File: config.mk
export PLATFORM = sky130hd
export DESIGN_NAME = pwr_seq_supervisor
export DESIGN_NICKNAME = d
export VERILOG_FILES = /design/src/rtl/pwr_seq_pkg.sv /design/src/rtl/pss_sync_bank.sv /design/src/rtl/pss_uv_timer.sv /design/src/rtl/pss_seq_fsm.sv /design/src/rtl/pwr_seq_supervisor.sv
export SDC_FILE = /design/constraint.sdc
export NUM_CORES = 1
export LEC_CHECK = 0
export ABC_AREA = 1
export CAP_MARGIN = 5
export CORE_AREA = 5 5 75 77
export CTS_BUF_LIST = sky130_fd_sc_hd__clkbuf_4 sky130_fd_sc_hd__clkbuf_8
export DETAILED_ROUTE_END_ITERATION = 7
export DIE_AREA = 0 0 80 82
export GPL_TIMING_DRIVEN = 0
export PLACE_DENSITY = 0.75
export SETUP_SLACK_MARGIN = 0.1
export SLEW_MARGIN = 10
export SYNTH_ARGS = -nofsm -noshare
export SYNTH_HDL_FRONTEND = slang
export SYNTH_SLANG_ARGS = --single-unit
File: constraint.sdc
create_clock -name clk -period 2.5 [get_ports clk]
set_input_delay 0.5 -clock clk [delete_from_list [all_inputs] [get_ports clk]]
set_output_delay 0.5 -clock clk [all_outputs]
set_load 0.01 [all_outputs]
File: src/rtl/pwr_seq_pkg.sv
package pwr_seq_pkg;

   // synchronized flag bundle; member order fixes the packing of the input vector
   typedef struct packed {
      logic sup;
      logic vref;
      logic uv;
      logic ov;
      logic bgt;
      logic blow;
      logic fba;
      logic fbb;
      logic en;
      logic pol;
   } flags_t;

   localparam int unsigned FLAG_W = $bits(flags_t);

   typedef enum logic [1:0] {
      ST_WAIT = 2'd0,
      ST_RUN  = 2'd1,
      ST_TRIP = 2'd2
   } seq_state_t;

endpackage

File: src/rtl/pss_sync_bank.sv
module pss_sync_bank #(
   parameter int unsigned WIDTH  = 8,
   parameter int unsigned STAGES = 2
) (
   input  logic             clk,
   input  logic             rst_n,
   input  logic [WIDTH-1:0] d_i,
   output logic [WIDTH-1:0] q_o
);

   localparam int unsigned LAST = STAGES - 1;

   logic [WIDTH-1:0] stg [STAGES];

   generate
      if (STAGES < 2) begin : g_bad_depth
         $error("pss_sync_bank: STAGES must be at least 2");
      end
      for (genvar s = 0; s < STAGES; s++) begin : g_stage
         if (s == 0) begin : g_first
            always_ff @(posedge clk or negedge rst_n) begin
               if (!rst_n) stg[s] <= '0;
               else        stg[s] <= d_i;
            end
         end else begin : g_next
            always_ff @(posedge clk or negedge rst_n) begin
               if (!rst_n) stg[s] <= '0;
               else        stg[s] <= stg[s-1];
            end
         end
      end
   endgenerate

   assign q_o = stg[LAST];

endmodule

File: src/rtl/pss_uv_timer.sv
module pss_uv_timer #(
   parameter int unsigned CNT_W = 16
) (
   input  logic             clk,
   input  logic             rst_n,
   input  logic             fb_any_i,
   input  logic [CNT_W-1:0] limit_i,
   output logic [CNT_W-1:0] cnt_o,
   output logic             expired_o
);

   logic [CNT_W-1:0] cnt_q;
   logic             at_limit;

   generate
      if (CNT_W < 2) begin : g_bad_width
         $error("pss_uv_timer: CNT_W must be at least 2");
      end
   endgenerate

   assign at_limit = (cnt_q >= limit_i);

   // counts while a flag is raised, saturates at the limit, clears when both drop
   always_ff @(posedge clk or negedge rst_n) begin
      if (!rst_n)        cnt_q <= '0;
      else if (!fb_any_i) cnt_q <= '0;
      else if (!at_limit) cnt_q <= cnt_q + 1'b1;
   end

   assign expired_o = fb_any_i & at_limit;
   assign cnt_o     = cnt_q;

endmodule

File: src/rtl/pss_seq_fsm.sv
module pss_seq_fsm
   import pwr_seq_pkg::*;
(
   input  logic clk,
   input  logic rst_n,
   input  logic fault_i,
   input  logic boot_low_i,
   input  logic boot_gt_i,
   input  logic expired_i,
   input  logic release_i,
   output logic run_aux_o,
   output logic run_main_o
);

   seq_state_t state_q, state_d;
   logic       qual_q, qual_d;

   always_comb begin
      state_d = state_q;
      unique case (state_q)
         ST_RUN: begin
            if (expired_i)    state_d = ST_TRIP;
            else if (fault_i) state_d = ST_WAIT;
         end
         ST_WAIT: begin
            if (expired_i)                   state_d = ST_TRIP;
            else if (!fault_i && boot_low_i) state_d = ST_RUN;
         end
         ST_TRIP: begin
            if (release_i) state_d = ST_WAIT;
         end
         default: state_d = ST_WAIT;
      endcase
   end

   // main permit needs a full cycle of running plus bootstrap takeover; lost on any exit
   always_comb begin
      qual_d = (state_d == ST_RUN) && (state_q == ST_RUN) && (qual_q || boot_gt_i);
   end

   always_ff @(posedge clk or negedge rst_n) begin
      if (!rst_n) begin
         state_q <= ST_WAIT;
         qual_q  <= 1'b0;
      end else begin
         state_q <= state_d;
         qual_q  <= qual_d;
      end
   end

   assign run_aux_o  = (state_q == ST_RUN);
   assign run_main_o = qual_q;

endmodule

File: src/rtl/pwr_seq_supervisor.sv
module pwr_seq_supervisor
   import pwr_seq_pkg::*;
#(
   parameter int unsigned TMR_W       = 16,
   parameter int unsigned SYNC_STAGES = 2
) (
   input  logic             clk,
   input  logic             rst_n,
   input  logic             supply_ok_i,
   input  logic             vref_ok_i,
   input  logic             vin_uv_i,
   input  logic             vin_ov_i,
   input  logic             boot_above_i,
   input  logic             boot_reset_i,
   input  logic             fb_over_a_i,
   input  logic             fb_over_b_i,
   input  logic             en_pin_i,
   input  logic             en_pol_i,
   input  logic [TMR_W-1:0] uvt_limit_i,
   output logic             run_aux_o,
   output logic             run_main_o
);

   logic [FLAG_W-1:0] raw_vec, sync_vec;
   flags_t            flg_s;
   logic              en_d, uv_d;
   logic              disabled, fault_now, fb_any_s, toggle, release_ok;
   logic [TMR_W-1:0]  tmr_cnt;
   logic              tmr_exp;

   assign raw_vec = {supply_ok_i, vref_ok_i, vin_uv_i, vin_ov_i, boot_above_i,
                     boot_reset_i, fb_over_a_i, fb_over_b_i, en_pin_i, en_pol_i};

   pss_sync_bank #(
      .WIDTH  (FLAG_W),
      .STAGES (SYNC_STAGES)
   ) u_sync (
      .clk   (clk),
      .rst_n (rst_n),
      .d_i   (raw_vec),
      .q_o   (sync_vec)
   );

   assign flg_s = flags_t'(sync_vec);

   // polarity select: high pol => active-low enable, low pol => active-high enable
   assign disabled  = flg_s.pol ? flg_s.en : ~flg_s.en;
   assign fault_now = ~flg_s.sup | ~flg_s.vref | flg_s.uv | flg_s.ov | disabled;
   assign fb_any_s  = flg_s.fba | flg_s.fbb;

   always_ff @(posedge clk or negedge rst_n) begin
      if (!rst_n) begin
         en_d <= 1'b0;
         uv_d <= 1'b0;
      end else begin
         en_d <= flg_s.en;
         uv_d <= flg_s.uv;
      end
   end

   assign toggle     = (flg_s.en ^ en_d) | (flg_s.uv ^ uv_d);
   assign release_ok = toggle & flg_s.blow & ~fb_any_s;

   pss_uv_timer #(
      .CNT_W (TMR_W)
   ) u_timer (
      .clk       (clk),
      .rst_n     (rst_n),
      .fb_any_i  (fb_any_s),
      .limit_i   (uvt_limit_i),
      .cnt_o     (tmr_cnt),
      .expired_o (tmr_exp)
   );

   pss_seq_fsm u_fsm (
      .clk        (clk),
      .rst_n      (rst_n),
      .fault_i    (fault_now),
      .boot_low_i (flg_s.blow),
      .boot_gt_i  (flg_s.bgt),
      .expired_i  (tmr_exp),
      .release_i  (release_ok),
      .run_aux_o  (run_aux_o),
      .run_main_o (run_main_o)
   );

endmodule

==> results of run 1 <==
-- routing by layer --
layer,track usage,vias to the layer above
met2,0.281,34
met3,0.0329,4
met5,0,-
met1,0.176,787
li1,-,901
met4,0.0304,0
-- power by group through the flow --
stage                     Sequential, mW  Clock [mW]  Combinational (mW)
after floorplan                    0.752           0               0.139
after detailed placement           0.767           0               0.229
after global routing               0.761       0.487               0.266
final                              0.755       0.438               0.226
after CTS                          0.754       0.453               0.230
after global placement             0.765           0               0.215
-- cells in the mapped netlist, drive strengths merged --
| cell | instances | area, µm² |
|---|---|---|
| clkbuf | 2 | 7.51 |
| nor3 | 6 | 40.0 |
| buf | 3 | 32.5 |
| o2111ai | 1 | 8.76 |
| dfrtp | 41 | 1030 |
| a21oi | 8 | 55.1 |
| ha | 17 | 213 |
| inv | 30 | 113 |
| nand2 | 63 | 362 |
| o211ai | 1 | 7.51 |
| xor2 | 11 | 96.3 |
| nor2 | 33 | 131 |
| nand4 | 4 | 25.0 |
| o21ai | 4 | 23.8 |
| o21a | 1 | 7.51 |
| and3 | 2 | 12.5 |
| xnor2 | 1 | 8.76 |
| nor3b | 2 | 20.0 |
| nand3 | 27 | 135 |
-- worst max-delay path, cell delays in order --
cell and delay, ns:
clkdlybuf4s50_1 0.46, inv_1 0.04, ha_1 0.33, a21oi_2 0.15, o21ai_2 0.09, a21oi_4 0.22
nand2_4 0.14, nand2_4 0.11, buf_12 0.18, nand2_4 0.05, nand2_2 0.05
-- final timing paths --
check | to | slack [ns] | depth (start not counted)
min reg2reg | u_sync.q_o[8] | 0.35 | 0
max reg2reg | u_timer.cnt_o[4] | 0.61 | 13
min in group clk | u_sync.q_o[8] | 0.35 | 0
max in group asynchronous | u_sync.q_o[6] | 1.84 | 2
min | u_timer.cnt_o[2] | 0.18 | 1
max | u_timer.cnt_o[4] | 0.40 | 11
-- cell families (layout without fill, tap and decap cells) --
logic type,count (synthesis),after routing,synth area share
AO/OA/AOI/OAI,15,15,0.0441
buffers and inverters,35,73,0.0657
adder cells (fa/ha/maj),17,17,0.0915
flip-flops,41,41,0.441
XOR/XNOR,12,12,0.0452
AND/OR/NAND/NOR,137,137,0.312
-- through the flow --
stage	setup TNS (ns)	hold slack, ns	cells
after floorplan	0	0.204	257
after global placement	-1.02	0.332	356
after detailed placement	0	0.335	357
after CTS	0	0.183	365
after global routing	0	0.211	365
final	0	0.179	365
-- cells in the final DEF (no fill, tap or decap), types with 5 or more instances in the layout --
master / n
nand2_2: 11
nand2_4: 13
nand3_1: 27
clkbuf_8: 5
dfrtp_1: 41
nand2_1: 39
inv_1: 29
nor2_1: 30
a21oi_1: 6
clkdlybuf4s50_1: 28
ha_1: 17
xor2_1: 11
-- layout make-up --
class	instances	area share
clock buffers	6	0.0271
flip-flops and latches	41	0.364
inverters	30	0.0400
multi-input cells	181	0.407
well taps	70	0.0311
clock inverters	2	0.00533
plain buffers	5	0.0142
repair buffers	30	0.111
-- flip-flops by register name, summed over array words and instances, names as in the netlist --
name              flops
u_fsm.state_q         2
en_d                  1
u_sync.stg           10
u_fsm.run_main_o      1
uv_d                  1
u_sync.q_o           10
u_timer.cnt_o        16
==> metrics.cfg, run 1 <==
[logic_synthesis]
synth_cell_type_count=31
ys_ff_latch=41
yosys_warnings=0
synth.avg_cell_area_um2=9.05
syn_area_um2=2320
ys_seq_area_frac=0.441
synth_fp_nets=302
syn_inst=257

[power_and_ir_drop]
power.density_nw_per_um2=504
peakVddDrop_mv=0.474
p_clk_frac=0.309
p_leak_nw=1.35
p_int_mw=1.02
swShare=0.280
power_switching_mw=0.397
pwr-share-comb=0.159
seqPwrFrac=0.532
total_power_mw=1.42

[placed_design]
place_hpwl_mm=3.29
pre_cts_slack_ns=0.0902
port_buffers=29
dpl_cell_area_um2=2730
gp_congestion=0.871

[sta]
finClkSkew_ns=0.0106
period_share=0.838
period_needed_ns=2.10
tightest_slew_ns=0.533
hold_viol=0
fmax_mhz=477
slew_headroom=0.644
rsz0062_at_grt=false
slew_violations=0
setup_ws_ns=0.404
setup_viol=0

[routing]
drtIter0Drc=86
dr.max_layer_used=met4
drtAntennaViolNets=0
dr.pass1.iters=4
via_count=1726
wl_met1_mm=1.88
vias_per_cell=4.73
drc=0
wl_per_cell_um=11.7
routed-wl-met3_um=229
met2_length_mm=2.15
finalWirelength_mm=4.28

[global_routing]
grt_pass1_wl_mm=7.72
grt_usage=0.150
grt_pass1_vias=1856
grt_start_max_net_pins=23
antenna_found_initial=0
gr-total-overflow=0

[finish]
area_growth_syn_to_layout_pct=21.2
drive_gt1_frac=0.159
utilization=0.570
multi_input_comb_area_um2=1150
fin_nets=339
fillerInstances=454
design_area_um2=2820
antenna_cells=0
regArea_um2=1030

[cts]
clkTransAtPathRegs_ns=0.09
cts.sinks=41
cts-hold-fix-buffers=0
postCtsSetupRepairBufs=0
clk_path_buf_depth=2
clk_latency_ns=0.29
numCtsBuffers=5
cts_resized=0
root_buffer=clkbuf_8
cts_tree=yes
cts.htree.levels=2

[setup_path]
regToRegStartpoint=u_timer.cnt_o[3]
endpoint_kind=register
critical_path_class=input pin to register
worstPathMaxFanout=10
startpoint_type=input pin
critPathRequiredTime_ns=2.73
critPathArrivalTime_ns=2.32
worstSetupStartpoint=uvt_limit_i[11]

[run]
maxCapViolCount=0

[status]
outcome=completed

[floorplan]
fp-row-count=26
die_width_um=80
core_area_um2=4940
io_pins=30
initial_core_util=0.470
dieArea_um2=6560
die_h_um=82

[hold_path]
min_path_type=input pin to asynchronous set/reset pin

No activity file was read; power rests on OpenSTA's default activity.
==> inputs of run 2 (changes only) <==
==> constraint.sdc (replaced) <==
create_clock -name clk -period 2.1 [get_ports clk]
set_input_delay 0.42 -clock clk [delete_from_list [all_inputs] [get_ports clk]]
set_output_delay 0.42 -clock clk [all_outputs]
set_load 0.01 [all_outputs]
==> metrics.cfg, run 2 (synthesized netlist as in run 1, its figures left out) <==
[sta]
finClkSkew_ns=0.0112  ; was 0.0106 ns
slew_violations=0  ; unchanged
fmax_mhz=511
rsz0062_at_grt=false  ; unchanged
hold_viol=0  ; unchanged
tightest_slew_ns=0.539  ; was 0.533 ns
setup_viol=0  ; unchanged
period_share=0.933
period_needed_ns=1.96
slew_headroom=0.641  ; was 0.644

[cts]
clk_path_buf_depth=2  ; unchanged
cts_tree=yes  ; unchanged
root_buffer=clkbuf_8  ; unchanged
cts.htree.levels=2  ; unchanged
cts-hold-fix-buffers=0  ; unchanged
cts.sinks=41  ; unchanged
clkTransAtPathRegs_ns=0.09  ; about the same
numCtsBuffers=5  ; unchanged
clk_latency_ns=0.29  ; about the same

[placed_design]
port_buffers=29  ; unchanged
place_hpwl_mm=3.29  ; unchanged
gp_congestion=0.871  ; unchanged
placedCellCount=357  ; unchanged

[finish]
mostFrequentLayoutCell=dfrtp_1  ; unchanged
multi_input_comb_area_um2=1240  ; was 1150 µm²
fillerInstances=428  ; was 454
antenna_cells=0  ; unchanged
area_growth_syn_to_layout_pct=29.8  ; was 21.2%
fin_cells=373  ; was 365
fin_nets=347  ; was 339
largest_reg_flops=16  ; unchanged
drive_gt1_frac=0.221  ; was 0.159
regArea_um2=1030  ; unchanged
layout_common_cells=dfrtp_1 (41), nand2_1 (36), nor2_1 (29)  ; was dfrtp_1 (41), nand2_1 (39), nor2_1 (30)

[setup_path]
r2r_setup_slack_ns=0.25  ; was 0.61 ns
cp_slowest_cell=clkdlybuf4s50_1  ; unchanged
slowest_delay_ns=0.46  ; about the same
startpoint_type=input pin  ; unchanged
timing.critical_path.mode_cell=nand2_8  ; was nand2_4
crit_chain=clkdlybuf4s50_1, inv_1, ha_1, a21oi_1, o21ai_2, a21oi_4, nand2_8, nand2_8, clkbuf_16, nand2_4, nand2_2  ; was clkdlybuf4s50_1, inv_1, ha_1, a21oi_2, o21ai_2, a21oi_4, nand2_4, nand2_4, buf_12, nand2_4, nand2_2
critPathRequiredTime_ns=2.33  ; was 2.73 ns
worstPathMaxFanout=7  ; was 10
critPathArrivalTime_ns=2.19  ; was 2.32 ns
endpoint_kind=register  ; unchanged
critical_path_class=input pin to register  ; unchanged

[status]
outcome=completed  ; unchanged

[global_routing]
antenna_found_initial=0  ; unchanged
gr-total-overflow=0  ; unchanged
grt_start_max_net_pins=23  ; unchanged
grt_pass1_vias=1857  ; was 1856
grt_pass1_wl_mm=7.78  ; was 7.72 mm
grt_usage=0.152  ; was 0.150

[floorplan]
die_h_um=82  ; unchanged
dieArea_um2=6560  ; unchanged
io_pins=30  ; unchanged
core_area_um2=4940  ; unchanged
fp-row-count=26  ; unchanged
initial_core_util=0.470  ; unchanged
die_width_um=80  ; unchanged

[routing]
drc=0  ; unchanged
wl_per_cell_um=12.5  ; was 11.7 µm
via_count=1807  ; was 1726
drtIter0Drc=147  ; was 86
vias_per_cell=4.84  ; was 4.73
dr.pass1.iters=4  ; unchanged
drtAntennaViolNets=0  ; unchanged
finalWirelength_mm=4.67  ; was 4.28 mm

[power_and_ir_drop]
peakVddDrop_mv=0.564  ; was 0.474 mV
power.density_nw_per_um2=573  ; was 504 nW/µm²
total_power_mw=1.73  ; was 1.42 mW
p_leak_nw=1.42  ; was 1.35 nW

[hold_path]
min_path_type=input pin to asynchronous set/reset pin  ; unchanged

[run]
maxCapViolCount=0  ; unchanged

==> run 2: cell types whose count changed in the layout (fill, tap and decap cells not counted), moves of 3 or more <==
cell	change
nand2_1	-3
ha_4	+4
nand2_2	+3
ha_1	-4
buf_4	+5
==> run 2: per-stage QoR <==
stage | worst slack, ns | cell area [µm²] | hold slack (ns) | util | TNS, ns
final | 0.141 | 3020 | 0.0962 | 0.610 | 0
after CTS | 0.117 | 2850 | 0.103 | 0.577 | 0
after floorplan | 0.432 | 2320 | 0.124 | - | 0
after detailed placement | -0.230 | 2730 | 0.335 | 0.551 | -3.43
after global routing | 0.100 | 3020 | 0.131 | 0.610 | 0
after global placement | -0.347 | 2700 | 0.332 | 0.547 | -16.87
==> run 2: timing repair <==
item	CTS	global route
hold endpoints to repair	0	0
gates resized for setup	2	17
setup buffers	2	4
gates cloned	0	2
endpoints found under the setup margin	10	15
pin swaps	4	11
==> run 2: critical path, delay by kind of cell <==
kind,cells,cell delay (ns)
AOI/OAI and AO/OA,3,0.47
and+or+nand+nor,4,0.32
adders and majority gates,1,0.30
buffers and inverters,3,0.66
==> run 2: cell type report <==
cell class,instances,area share
Timing Repair Buffer,38,0.136
Clock inverter,2,0.00498
Inverter,30,0.0373
Tap cell,70,0.0290
Buffer,5,0.0158
Clock buffer,6,0.0253
Sequential cell,41,0.340
Multi-Input combinational cell,181,0.411
==> run 2: final timing paths <==
path                                  start          endpoint  depth (start not counted)
max reg2reg                u_timer.cnt_o[0]  u_timer.cnt_o[6]                         14
min                                   rst_n  u_timer.cnt_o[2]                          1
max                          uvt_limit_i[9]  u_timer.cnt_o[6]                         11
max in group asynchronous             rst_n     u_sync.q_o[6]                          2
min reg2reg                  u_sync.stg[18]     u_sync.q_o[8]                          0
min in group clk             u_sync.stg[18]     u_sync.q_o[8]                          0
==> run 2: power by group <==
| group | switching [mW] | total [mW] | leakage [nW] | internal (mW) |
|---|---|---|---|---|
| Combinational | 0.151 | 0.302 | 0.865 | 0.151 |
| Clock | 0.272 | 0.519 | 0.0408 | 0.247 |
| Sequential | 0.0678 | 0.907 | 0.517 | 0.839 |
| Total | 0.491 | 1.73 | 1.42 | 1.24 |
==> run 2: metal layers <==
layer,vias up,track usage,share of wire
met1,836,0.178,0.41
li1,918,-,-
met2,47,0.284,0.52
met4,0,0.0304,0.012
met5,-,0,0
met3,6,0.0329,0.058
